[src/rtl/march_pkg.sv]
// Package: shared state type and the per-element operation table of the
// march sequence. Element index 0..3, operation index 0..2 within a cell.
package march_pkg;

    typedef enum logic [1:0] {
        ST_IDLE  = 2'd0,
        ST_RUN   = 2'd1,
        ST_DRAIN = 2'd2,
        ST_FIN   = 2'd3
    } march_state_e;

    // Number of operations applied to each cell in an element
    function automatic logic [1:0] elem_ops(input logic [1:0] elem);
        return (elem == 2'd1 || elem == 2'd2) ? 2'd3 : 2'd1;
    endfunction

    // True when the operation is a write (otherwise a read)
    function automatic logic op_is_write(input logic [1:0] elem, input logic [1:0] opi);
        if (elem == 2'd0) return 1'b1;
        if (elem == 2'd3) return 1'b0;
        return (opi == 2'd1);
    endfunction

    // Background value written or expected (0 = all zeros, 1 = all ones)
    function automatic logic op_value(input logic [1:0] elem, input logic [1:0] opi);
        case (elem)
            2'd1:    return (opi != 2'd0);
            2'd2:    return (opi == 2'd0);
            default: return 1'b0;
        endcase
    endfunction

    // Only the third element walks downward
    function automatic logic elem_down(input logic [1:0] elem);
        return (elem == 2'd2);
    endfunction

endpackage

[src/rtl/march_addr_gen.sv]
// Address counter for the march sweep.
// Assumes: load and step are never high together; DEPTH is a power of two.
module march_addr_gen #(
    parameter int ADDR_W = 4
) (
    input  logic              clk,
    input  logic              rst_n,
    input  logic              load,
    input  logic              load_down,
    input  logic              step,
    input  logic              down,
    output logic [ADDR_W-1:0] addr
);
    localparam logic [ADDR_W-1:0] TOP_ADDR = {ADDR_W{1'b1}};

    // Load the start of an element or move one cell in its direction
    always_ff @(posedge clk) begin
        if (!rst_n)      addr <= '0;
        else if (load)   addr <= load_down ? TOP_ADDR : '0;
        else if (step)   addr <= down ? addr - 1'b1 : addr + 1'b1;
    end

    AST_STEP_MOVES: assert property (@(posedge clk) disable iff (!rst_n)
        step |=> addr != $past(addr));

endmodule

[src/rtl/march_seq.sv]
// Sequencer: tracks element, operation within a cell and run state, and
// decides when the address counter loads or steps.
// Assumes: addr comes from march_addr_gen driven by load/step below.
module march_seq #(
    parameter int ADDR_W = 4
) (
    input  logic              clk,
    input  logic              rst_n,
    input  logic              start,
    input  logic [ADDR_W-1:0] addr,
    output logic              load,
    output logic              load_down,
    output logic              step,
    output logic              down,
    output logic              run,
    output logic              op_write,
    output logic              op_bit,
    output logic              clr,
    output logic              fin
);
    import march_pkg::*;

    localparam logic [ADDR_W-1:0] TOP_ADDR = {ADDR_W{1'b1}};

    march_state_e state;
    logic [1:0]   elem;
    logic [1:0]   opi;
    logic         cell_done;
    logic         at_end;

    // Decode of the current position in the march
    always_comb begin
        run       = (state == ST_RUN);
        down      = elem_down(elem);
        cell_done = (opi == elem_ops(elem) - 2'd1);
        at_end    = down ? (addr == '0) : (addr == TOP_ADDR);
        op_write  = op_is_write(elem, opi);
        op_bit    = op_value(elem, opi);
        clr       = (state == ST_IDLE) && start;
        step      = run && cell_done && !at_end;
        load      = clr || (run && cell_done && at_end && elem != 2'd3);
        load_down = run && elem_down(elem + 2'd1);
        fin       = (state == ST_FIN);
    end

    // State, element and operation index update
    always_ff @(posedge clk) begin
        if (!rst_n) begin
            state <= ST_IDLE;
            elem  <= 2'd0;
            opi   <= 2'd0;
        end else begin
            case (state)
                ST_IDLE: if (start) begin
                    state <= ST_RUN;
                    elem  <= 2'd0;
                    opi   <= 2'd0;
                end
                ST_RUN: begin
                    if (!cell_done) begin
                        opi <= opi + 2'd1;
                    end else begin
                        opi <= 2'd0;
                        if (at_end) begin
                            if (elem == 2'd3) state <= ST_DRAIN;
                            else              elem  <= elem + 2'd1;
                        end
                    end
                end
                ST_DRAIN: state <= ST_FIN;
                default:  state <= ST_IDLE;
            endcase
        end
    end

    AST_OP_IN_RANGE: assert property (@(posedge clk) disable iff (!rst_n)
        run |-> opi < elem_ops(elem));
    AST_DRAIN_TO_FIN: assert property (@(posedge clk) disable iff (!rst_n)
        state == ST_DRAIN |=> fin);

endmodule

[src/rtl/march_cmp.sv]
// Read checker: remembers the expected background and address of a read,
// compares the returned word a cycle later, and latches the first failure.
// Assumes: the RAM has exactly one cycle of read latency.
module march_cmp #(
    parameter int ADDR_W = 4,
    parameter int DATA_W = 8
) (
    input  logic              clk,
    input  logic              rst_n,
    input  logic              clr,
    input  logic              rd_issue,
    input  logic              rd_bit,
    input  logic [ADDR_W-1:0] rd_addr,
    input  logic [DATA_W-1:0] rdata,
    output logic              fail,
    output logic [ADDR_W-1:0] fail_addr
);
    logic              pend;
    logic              pend_bit;
    logic [ADDR_W-1:0] pend_addr;
    logic              mismatch;

    // Capture what the outstanding read should return
    always_ff @(posedge clk) begin
        if (!rst_n) begin
            pend      <= 1'b0;
            pend_bit  <= 1'b0;
            pend_addr <= '0;
        end else begin
            pend      <= rd_issue;
            pend_bit  <= rd_bit;
            pend_addr <= rd_addr;
        end
    end

    // Compare returned data against the replicated background bit
    always_comb mismatch = pend && (rdata != {DATA_W{pend_bit}});

    // Sticky first-failure record, cleared when a new march starts
    always_ff @(posedge clk) begin
        if (!rst_n || clr) begin
            fail      <= 1'b0;
            fail_addr <= '0;
        end else if (mismatch && !fail) begin
            fail      <= 1'b1;
            fail_addr <= pend_addr;
        end
    end

    AST_FAIL_STICKY: assert property (@(posedge clk) disable iff (!rst_n)
        fail && !clr |=> fail);
    AST_FAIL_ADDR_HELD: assert property (@(posedge clk) disable iff (!rst_n)
        fail && !clr |=> $stable(fail_addr));

endmodule

[src/rtl/march_bist_ctrl.sv]
// Top of the March Y self-test controller: joins the sequencer, the address
// counter and the read checker, and drives the RAM command port.
// Assumes: a single-port synchronous RAM of 2**ADDR_W words, one-cycle read.
module march_bist_ctrl #(
    parameter int ADDR_W = 4,
    parameter int DATA_W = 8
) (
    input  logic              clk,
    input  logic              rst_n,
    input  logic              start,
    input  logic [DATA_W-1:0] mem_rdata,
    output logic              done,
    output logic              test_fail,
    output logic [ADDR_W-1:0] fail_addr,
    output logic [ADDR_W-1:0] mem_addr,
    output logic              mem_we,
    output logic              mem_rd,
    output logic [DATA_W-1:0] mem_wdata
);
    logic load, load_down, step, down, run, op_write, op_bit, clr, fin;
    logic [ADDR_W-1:0] addr;

    march_seq #(.ADDR_W(ADDR_W)) u_seq (
        .clk(clk), .rst_n(rst_n), .start(start), .addr(addr),
        .load(load), .load_down(load_down), .step(step), .down(down),
        .run(run), .op_write(op_write), .op_bit(op_bit), .clr(clr), .fin(fin)
    );

    march_addr_gen #(.ADDR_W(ADDR_W)) u_addr (
        .clk(clk), .rst_n(rst_n), .load(load), .load_down(load_down),
        .step(step), .down(down), .addr(addr)
    );

    march_cmp #(.ADDR_W(ADDR_W), .DATA_W(DATA_W)) u_cmp (
        .clk(clk), .rst_n(rst_n), .clr(clr), .rd_issue(mem_rd),
        .rd_bit(op_bit), .rd_addr(addr), .rdata(mem_rdata),
        .fail(test_fail), .fail_addr(fail_addr)
    );

    // RAM command port driven only while a march runs
    always_comb begin
        mem_addr  = addr;
        mem_we    = run && op_write;
        mem_rd    = run && !op_write;
        mem_wdata = {DATA_W{op_bit}};
        done      = fin;
    end

    AST_CMD_EXCLUSIVE: assert property (@(posedge clk) disable iff (!rst_n)
        !(mem_we && mem_rd));
    AST_WDATA_SOLID: assert property (@(posedge clk) disable iff (!rst_n)
        mem_we |-> (mem_wdata == '0 || mem_wdata == '1));
    AST_DONE_SINGLE: assert property (@(posedge clk) disable iff (!rst_n)
        done |=> !done);
    AST_QUIET_AT_DONE: assert property (@(posedge clk) disable iff (!rst_n)
        done |-> !mem_we && !mem_rd);

endmodule

[config.mk]
export PLATFORM = sky130hd
export DESIGN_NAME = march_bist_ctrl
export DESIGN_NICKNAME = d
export VERILOG_FILES = /design/src/rtl/march_pkg.sv /design/src/rtl/march_addr_gen.sv /design/src/rtl/march_seq.sv /design/src/rtl/march_cmp.sv /design/src/rtl/march_bist_ctrl.sv
export SDC_FILE = /design/constraint.sdc
export NUM_CORES = 1
export LEC_CHECK = 0
export ABC_AREA = 0
export BUFFER_PORTS_ARGS = -buffer_cell sky130_fd_sc_hd__clkbuf_2
export CAP_MARGIN = 30
export CORE_MARGIN = 2
export CORE_UTILIZATION = 30
export DETAILED_ROUTE_END_ITERATION = 6
export GPL_TIMING_DRIVEN = 0
export SETUP_SLACK_MARGIN = 0.3
export SYNTH_ARGS = -nofsm -noshare
export SYNTH_HDL_FRONTEND = slang
export SYNTH_SLANG_ARGS = --single-unit
[constraint.sdc]
create_clock -name clk -period 2.5 [get_ports clk]
set_input_delay 0 -clock clk [delete_from_list [all_inputs] [get_ports clk]]
set_output_delay 0 -clock clk [all_outputs]
set_load 0.02 [all_outputs]
# Word level (Yosys, flattened, before mapping)
# Index checks and enable logic that the tools add are counted.
[op_classes]
addsub = 5
n_reduce_logical = 27
mux = 26
n_eq_ne = 17
[op_table]
columns = ["operator", "n"]
rows = [
  ["2-bit 2-to-1 mux", 10],
  ["4-bit 2-to-1 mux", 4],
  ["2-bit == test, second input constant", 5],
  ["1-bit logical AND", 10],
  ["1-bit 2-to-1 mux", 8],
  ["8-bit != test", 1],
  ["2-bit case mux with 2 select lines", 2],
  ["2-bit by 1-bit == test with 1-bit output, second input constant", 3],
  ["2-bit logical NOT", 3],
  ["2-bit by 1-bit != test with 1-bit output, second input constant", 3],
  ["2-bit != test, second input constant", 3],
  ["2-bit case mux with 3 select lines", 1],
  ["2-bit nonzero test", 3],
  ["5-bit AND reduction", 1],
  ["2-bit by 1-bit adder with 2-bit output, second input constant", 2],
  ["4-bit by 1-bit adder with 4-bit output, second input constant", 1],
  ["4-bit == test, second input constant", 1],
  ["1-bit logical NOT", 4],
  ["4-bit logical NOT", 1],
  ["4-bit AND reduction", 1],
  ["4-bit by 1-bit subtractor with 4-bit output, second input constant", 1],
  ["1-bit logical OR", 3],
  ["2-bit == test", 1],
  ["1-bit case mux with 2 select lines", 1],
  ["other kinds (2)", 2],
]
[totals]
output_inout_bits = 20
regBits = 21

# Logic depth before layout (Yosys ltp)
# Gate-level depths: netlist (run 1).
[depth]
word_depth = 10
ltp_mapped = 9
depth_no_buf = 8

# Cells and area by module
# From an unflattened synthesis (run 1), not the netlist that was laid out.
[hier_totals]
cells_unflattened = 159
area_unflattened_um2 = 1418.9
[modules_own_cells]
columns = ["module", "seq_area_each_um2", "area_each_um2", "n_inst", "cells_per_inst"]
rows = [
  ["march_seq", 120.1, 633.1, 1, 73],
  ["march_cmp", 220.2, 421.7, 1, 43],
  ["march_addr_gen", 80.1, 287.8, 1, 33],
  ["march_bist_ctrl", 0.0, 76.3, 1, 10],
]

# Worst setup path before layout (run 1)
# No wires, ideal clock.
[synth_timing]
kind = "register to register"
startpoint = "register u_seq.elem[0]"
endpoint = "register u_seq.elem[0]"
slack_ns = 0.258
period_less_slack_ns = 2.242
t_required_ns = 2.425
t_arrival_ns = 2.168
path_buffers = 1
stages_incl_launch_ff = 9
cell_sequence = "dfxtp_1 > inv_1 > ha_1 > buf_4 > or4b_4 > o22a_2 > or3_1 > or3_1 > o22ai_1"
[synth_between]
elab_chain_len = 7
[synth_lines]
columns = ["item", "line_no", "source"]
rows = [
  ["from (decl)", "march_seq.sv:26", "logic [1:0] elem;"],
  ["from (signal assigned)", "march_seq.sv:66", "else elem <= elem + 2'd1;"],
  ["2-bit by 1-bit == test with 1-bit output or 2-bit == test (tied branches)", "march_pkg.sv:14, march_pkg.sv:35", ""],
  ["1-bit logical OR", "march_pkg.sv:14", "return (elem == 2'd1 || elem == 2'd2) ? 2'd3 : 2'd1;"],
  ["2-bit 2-to-1 mux", "march_pkg.sv:14", ""],
  ["2-bit by 1-bit subtractor with 2-bit output", "march_seq.sv:35", "cell_done = (opi == elem_ops(elem) - 2'd1);"],
  ["2-bit == test", "march_seq.sv:35", ""],
  ["2-bit by 1-bit != test with 1-bit output (no source line)", "--", ""],
  ["5-bit AND reduction (no source line)", "--", ""],
]
# Parallel ways exist; a longest one is shown, timed or not. The select of a mux whose other input is x is not followed.
# A chain may end at the register's enable or synchronous reset.

# Worst setup path in the final report (run 1)
[layout_timing]
startpoint = "register u_seq.elem[0]"
endpoint = "register u_seq.elem[1]"
# Same word-level chain as after synthesis.

==> run_results.csv, run 1 <==
group,metric,value,unit
worst_setup_path,critPathMaxFanout,2,
status,outcome,"completed",
logic_synthesis,synth_area_leaders,"dfxtp_1 32%, ha_1 13%, mux2i_1 6.8%, buf_4 5.1%, nand2_1 4.5%",
floorplan,rows,24,
cts,clk_pin_slew,0.08,ns
power,power_leakage,0.767,nW
cts,htree_num_levels,1,
worst_setup_path,critPathRequiredTime,2.68,ns
power,clockPowerShare,22.1,%
routing,drc_errors,0,
sta,layout_setup_ws,0.286,ns
logic_synthesis,synth-edff-count,0,
logic_synthesis,netlist_area,0.00133,mm2
sta,worst_slew_pin_slew,0.708,ns
placed_design,dp_slack,0.139,ns
cells_and_area,diodes,0,
floorplan,fp.dieW,70.6,um
placed_design,post-place-cells,234,
routing,dr.pass1.iters,4,
global_routing,grt_pass1_vias,1088,
routing,via_per_inst,4.84,
floorplan,start_util,30.8,%
global_routing,grt_max_degree,13,
placed_design,dp_hpwl,2.11,mm
routing,vias,1175,
cts,cts_tree,"yes",
power,p_seq_share,38.4,%
global_routing,grt_pass1_wl,4.79,mm
sta,hold_ws,0.119,ns
power,intPower,0.636,mW
routing,dr.first_iter.drc_count,23,
logic_synthesis,yosysTopAreaCellShare,31.5,%
sta,post-route-period-util,88.6,%
sta,finalSetupViolations,0,
logic_synthesis,synth_nets,178,
cells_and_area,drive_above_1_share,34.0,%
flow_run,maxCapViolations,0,
logic_synthesis,async_flop_share,0,%
worst_setup_path,crit_top_cell,"or3_4",
logic_synthesis,syn_area_per_cell,8.71,um2
worst_setup_path,crit_type,"reg2reg",
logic_synthesis,synth.distinct_cells,39,
power,switching_power,0.402,mW
floorplan,fp.dieArea,0.00499,mm2
cts,insertion_delay,0.27,ns
worst_setup_path,crit_chain,"inv_4 > ha_4 > buf_6 > or4b_4 > o22a_4 > or3_4 > or3_4 > o22ai_2",
power,switching_share,38.7,%
cts,cts_sinks,21,
cts,cts-root-buf,"clkbuf_8",
power,pwr-share-comb,39.5,%
power,power,1.04,mW
sta,rsz0062_at_grt,"true",
sta,clock_skew,0.00830,ns
power,vdd_ir_drop_max,0.298,mV
sta,tns,0,ns
sta,drv_slew,0,
cells_and_area,area_growth,28.0,%
worst_setup_path,cpMaxStageDelayCell,"or4b_4",
worst_setup_path,cp.arrival,2.40,ns
cells_and_area,nets,217,
cts,cts_buffer_depth,2,
cts,cts_buffers,3,
logic_synthesis,synth.largest_area_cell,"dfxtp_1",
global_routing,antenna_found_initial,0,
logic_synthesis,ys_seq_area_share,31.5,%
floorplan,die_height,70.6,um
placed_design,portBuffers,29,
worst_setup_path,critPathLaunchType,"register",
worst_setup_path,end_kind,"register",
placed_design,routabilityCongestion,0.755,
sta,period_minus_slack,2.21,ns
logic_synthesis,synthFlopType,"dfxtp_1",
power,power_density,608,mW/mm2
floorplan,ioPinCount,31,
hold_path,hold_class,"in2reg",
logic_synthesis,synth_seq_cells,21,
cells_and_area,stdcell_count,243,
routing,drtAntennaViolNets,0,
worst_setup_path,max_stage_delay,0.46,ns
logic_synthesis,synthesis.instances,153,
sta,fmax,452,MHz
logic_synthesis,yosys_warnings,0,
sta,hold_violations,0,
global_routing,track_usage,11.5,%
routing,totalWireLength,2.90,mm
sta,relSlewSlack,52.7,%
global_routing,globalRouteOverflowTotal,0,
routing,post_drt_wl_per_cell,11.9,um
floorplan,coreArea,0.00432,mm2
[layout make-up]
cell class                      instances  area [um2]
Inverter                               10        40.0
Tap cell                               52        65.1
Fill cell                             461        2620
Buffer                                 12        90.1
Multi-Input combinational cell        110         853
Clock buffer                            3        41.3
Sequential cell                        21         428
Timing Repair Buffer                   34         183
Clock inverter                          1        5.00
[what timing repair did]
action | in CTS | in global routing
hold buffers | 0 | 0
setup buffers | 5 | 0
resized for setup | 10 | 8
setup endpoints to repair | 5 | 8
pin swaps | 6 | 5
[sequential cells by signal (all words and copies together), names as in the netlist]
name,cells
u_seq.elem,2
u_seq.state,2
u_cmp.fail_addr,4
u_seq.opi,2
u_cmp.fail,1
u_cmp.pend_addr,4
u_cmp.pend_bit,1
u_addr.addr,4
u_cmp.pend,1
[routing by layer]
layer | part of all wire [%] | vias up | GRT usage [%]
met5 | 0 | - | 0
met4 | 0.48 | 0 | 2.52
met3 | 5.1 | 4 | 3.85
met2 | 49 | 20 | 20.6
met1 | 45 | 550 | 13.4
li1 | - | 601 | -
[worst paths after layout]
check                           slack (ns)                           from                               to  cells after the start
worst max-delay path                  0.29     u_seq.elem[0]$_SDFFE_PN0P_       u_seq.elem[1]$_SDFFE_PN0P_                      8
worst min-delay path                  0.12                          start      u_seq.state[0]$_SDFFE_PN0P_                      4
worst max register to register        0.29     u_seq.elem[0]$_SDFFE_PN0P_       u_seq.elem[1]$_SDFFE_PN0P_                      8
worst min register to register        0.47  u_cmp.pend_addr[3]$_SDFF_PN0_  u_cmp.fail_addr[3]$_SDFFE_PP0P_                      2
[cell families (layout without fill, tap and decap cells)]
family                   count (synthesis)  after routing  share of synthesized area [%]
multiplexers                            10             10                           7.61
AND/OR/NAND/NOR                         54             54                           22.1
XOR/XNOR                                 4              4                           2.63
flip-flops                              21             21                           31.5
buffers and inverters                   22             60                           9.30
adder cells (fa/ha/maj)                 14             14                           13.1
AO/OA/AOI/OAI                           28             28                           13.7
[Yosys cell counts, drive strengths merged (4+ instances only)]
master / instances
ha: 14
o21ai: 5
nand2: 16
mux2i: 9
inv: 10
and2: 7
a21oi: 7
o22ai: 4
dfxtp: 21
nor2: 9
buf: 10
[critical path: cells and delay by family (launching register included)]
family	cells	cell delay (ns)
compound gates	2	0.36
fa+ha+maj	1	0.12
buf+inv	2	0.15
flops	1	0.36
simple gates	3	1.14
[power groups by stage]
stage	Sequential [mW]	Clock, mW	Combinational, mW
finish	0.398	0.230	0.410
global route	0.405	0.252	0.459
detailed placement	0.410	0	0.388
global placement	0.410	0	0.384
floorplan	0.416	0	0.283
CTS	0.399	0.237	0.393
[cell usage in the layout, fill, tap and decap left out, types with 3 or more instances in the layout]
cell type	instances
clkbuf_8	3
buf_4	13
nand4_1	3
a21boi_0	3
inv_1	9
xor2_1	3
nand2_1	16
ha_1	13
a21oi_1	6
dfxtp_1	19
and2_1	7
nor2_1	9
o21ai_0	4
clkbuf_2	29
mux2i_1	9
[stage by stage]
step                util (%)  area (um2)
global route            39.4        1710
CTS                     38.5        1670
finish                  39.4        1710
floorplan                  -        1330
global placement        35.7        1540
detailed placement      35.7        1540
(Power assumes the default switching activity.)
==> run 2: changes to the inputs <==
==> constraint.sdc (replaced) <==
create_clock -name clk -period 2 [get_ports clk]
set_input_delay 0 -clock clk [delete_from_list [all_inputs] [get_ports clk]]
set_output_delay 0 -clock clk [all_outputs]
set_load 0.02 [all_outputs]
==> run_results.csv, run 2 (synthesis gave the netlist of run 1 again) <==
group,metric,value,unit
global_routing,grt_pass1_wl,5.28,mm
cts,cts-root-buf,"clkbuf_8",
global_routing,globalRouteOverflowTotal,0,
floorplan,rows,24,
cells_and_area,drive_above_1_share,42.5,%
floorplan,die_height,70.6,um
cts,insertion_delay,0.26,ns
worst_setup_path,path_delay_family,"simple AND/OR/NAND/NOR gates",
routing,via_per_inst,4.80,
cells_and_area,nets,226,
flow_run,maxCapViolations,0,
placed_design,place_area,0.00157,mm2
sta,fmax,451,MHz
cts,clk_pin_slew,0.09,ns
routing,dr.first_iter.drc_count,25,
floorplan,ioPinCount,31,
power,power_leakage,0.830,nW
sta,relSlewSlack,55.6,%
sta,drv_slew,0,
cells_and_area,post-route-cell-area,0.00186,mm2
cells_and_area,largestRegisters,"u_addr.addr (4), u_cmp.fail_addr (4), u_cmp.pend_addr (4)",
worst_setup_path,r2r_end,"u_seq.elem[1]$_SDFFE_PN0P_",
global_routing,grt_max_degree,13,
floorplan,fp.dieArea,0.00499,mm2
cells_and_area,layout_commonest_cell,"clkbuf_2",
routing,post_drt_wl_per_cell,12.8,um
sta,period_minus_slack,2.22,ns
worst_setup_path,cpMaxStageDelayCell,"or4b_4",
sta,finalSetupViolations,8,
worst_setup_path,cp.arrival,2.41,ns
floorplan,coreArea,0.00432,mm2
cells_and_area,nFillCells,448,
placed_design,dp_hpwl,2.11,mm
hold_path,hold_start,"start",
routing,vias,1210,
cells_and_area,multi_input_area,933,um2
global_routing,antenna_found_initial,0,
cts,cts_tree,"yes",
sta,post-route-period-util,111,%
cts,cts_buffers,3,
worst_setup_path,critPathMaxFanout,2,
floorplan,fp.dieW,70.6,um
worst_setup_path,critPathRequiredTime,2.19,ns
routing,drtAntennaViolNets,0,
hold_path,min_path_cells,4,
worst_setup_path,critPathLaunchType,"register",
routing,drc_errors,0,
worst_setup_path,end_kind,"register",
placed_design,routabilityCongestion,0.743,
worst_setup_path,max_stage_delay,0.47,ns
cts,htree_num_levels,1,
sta,worst_slew_pin_slew,0.665,ns
routing,totalWireLength,3.22,mm
power,power_density,745,mW/mm2
worst_setup_path,crit_top_cell,"or3_4",
cells_and_area,mostFrequentLayoutCells,"28 x clkbuf_2, 18 x buf_4, 18 x dfxtp_1",
sta,hold_ws,0.116,ns
worst_setup_path,crit_chain,"inv_4 > ha_4 > buf_6 > or4b_4 > o22a_4 > or3_4 > or3_4 > o22ai_2",
worst_setup_path,worst-r2r-setup-slack,-0.22,ns
cells_and_area,diodes,0,
cells_and_area,final-seq-area,429,um2
cells_and_area,area_growth,39.9,%
global_routing,track_usage,12.9,%
worst_setup_path,path_buf_inv,2,
sta,clock_skew,0.0119,ns
floorplan,start_util,30.8,%
hold_path,hold_end,"u_seq.state[0]$_SDFFE_PN0P_",
routing,dr.pass1.iters,4,
cts,cts_buffer_depth,2,
sta,layout_setup_ws,-0.219,ns
sta,rsz0062_at_grt,"true",
hold_path,hold_class,"in2reg",
worst_setup_path,rr_startpoint,"u_seq.elem[0]$_SDFFE_PN0P_",
sta,tns,-1.21,ns
worst_setup_path,r2r_cells,8,
worst_setup_path,crit_type,"reg2reg",
sta,hold_violations,0,
status,outcome,"finished with violations",
global_routing,grt_pass1_vias,1156,
power,vdd_ir_drop_max,0.666,mV
status,violations,"setup timing",
placed_design,portBuffers,29,
cts,cts_sinks,21,
power,power,1.39,mW
-- run 2: cell count changes in the layout (fill, tap and decap cells not counted), moves of 2 or more --
cell | previous run | this run
buf_4 | 13 | 18
buf_6 | 2 | 6
ha_1 | 13 | 11
mux2_4 | 0 | 2
o21ai_2 | 0 | 2
-- run 2: final cells by class --
cell class	instances	share of cell area (%)
multi-input combinational	111	50.1
sequential	21	23.0
timing repair buffer	42	14.0
buffer	12	4.83
tap	52	3.49
clock buffer	3	2.21
inverter	10	2.15
clock inverter	1	0.268
-- run 2: worst max path at each step --
stage                                     startpoint                         end  slack, ns  depth (start not counted)
after floorplan           u_seq.elem[0]$_SDFFE_PN0P_  u_seq.elem[0]$_SDFFE_PN0P_      -0.16                          8
after global placement    u_seq.elem[1]$_SDFFE_PN0P_  u_seq.elem[0]$_SDFFE_PN0P_      -0.32                          7
after detailed placement  u_seq.elem[1]$_SDFFE_PN0P_  u_seq.elem[1]$_SDFFE_PN0P_      -0.35                          7
after CTS                 u_seq.elem[0]$_SDFFE_PN0P_  u_seq.elem[0]$_SDFFE_PN0P_      -0.20                          8
after global routing      u_seq.elem[0]$_SDFFE_PN0P_  u_seq.elem[1]$_SDFFE_PN0P_      -0.28                          8
final                     u_seq.elem[0]$_SDFFE_PN0P_  u_seq.elem[1]$_SDFFE_PN0P_      -0.22                          8
-- run 2: what timing repair did --
| action | in CTS | in global routing |
|---|---|---|
| setup buffers | 12 | 1 |
| resized for setup | 22 | 13 |
| setup endpoints to repair | 8 | 19 |
| cloned | 0 | 1 |
| hold buffers | 0 | 0 |
| pin swaps | 10 | 7 |
-- run 2: metal layers --
layer | wire length [um] | GRT usage [%] | part of all wire (%) | vias to the layer above
met3 | 167 | 3.28 | 5.2 | 5
met4 | 31 | 3.35 | 0.96 | 0
li1 | - | - | - | 614
met5 | 0 | 0 | 0 | -
met2 | 1550 | 21.8 | 48 | 33
met1 | 1470 | 16.6 | 46 | 558
-- run 2: stage by stage --
stage	instances	util, %	worst slack [ns]
floorplan	153	-	-0.163
global placement	234	36.3	-0.318
detailed placement	234	36.3	-0.346
CTS	250	41.6	-0.200
global route	252	43.1	-0.280
finish	252	43.1	-0.219
-- run 2: power breakdown --
part / total [mW] / internal, mW / switching (mW)
sequential: 0.501 / 0.455 / 0.0455
combinational: 0.604 / 0.260 / 0.344
clock: 0.284 / 0.139 / 0.145
-- run 2: tightest hold or removal path, cell delays in order --
cell	delay [ns]
clkbuf_2	0.10
inv_1	0.06
a21oi_2	0.08
mux2i_1	0.11
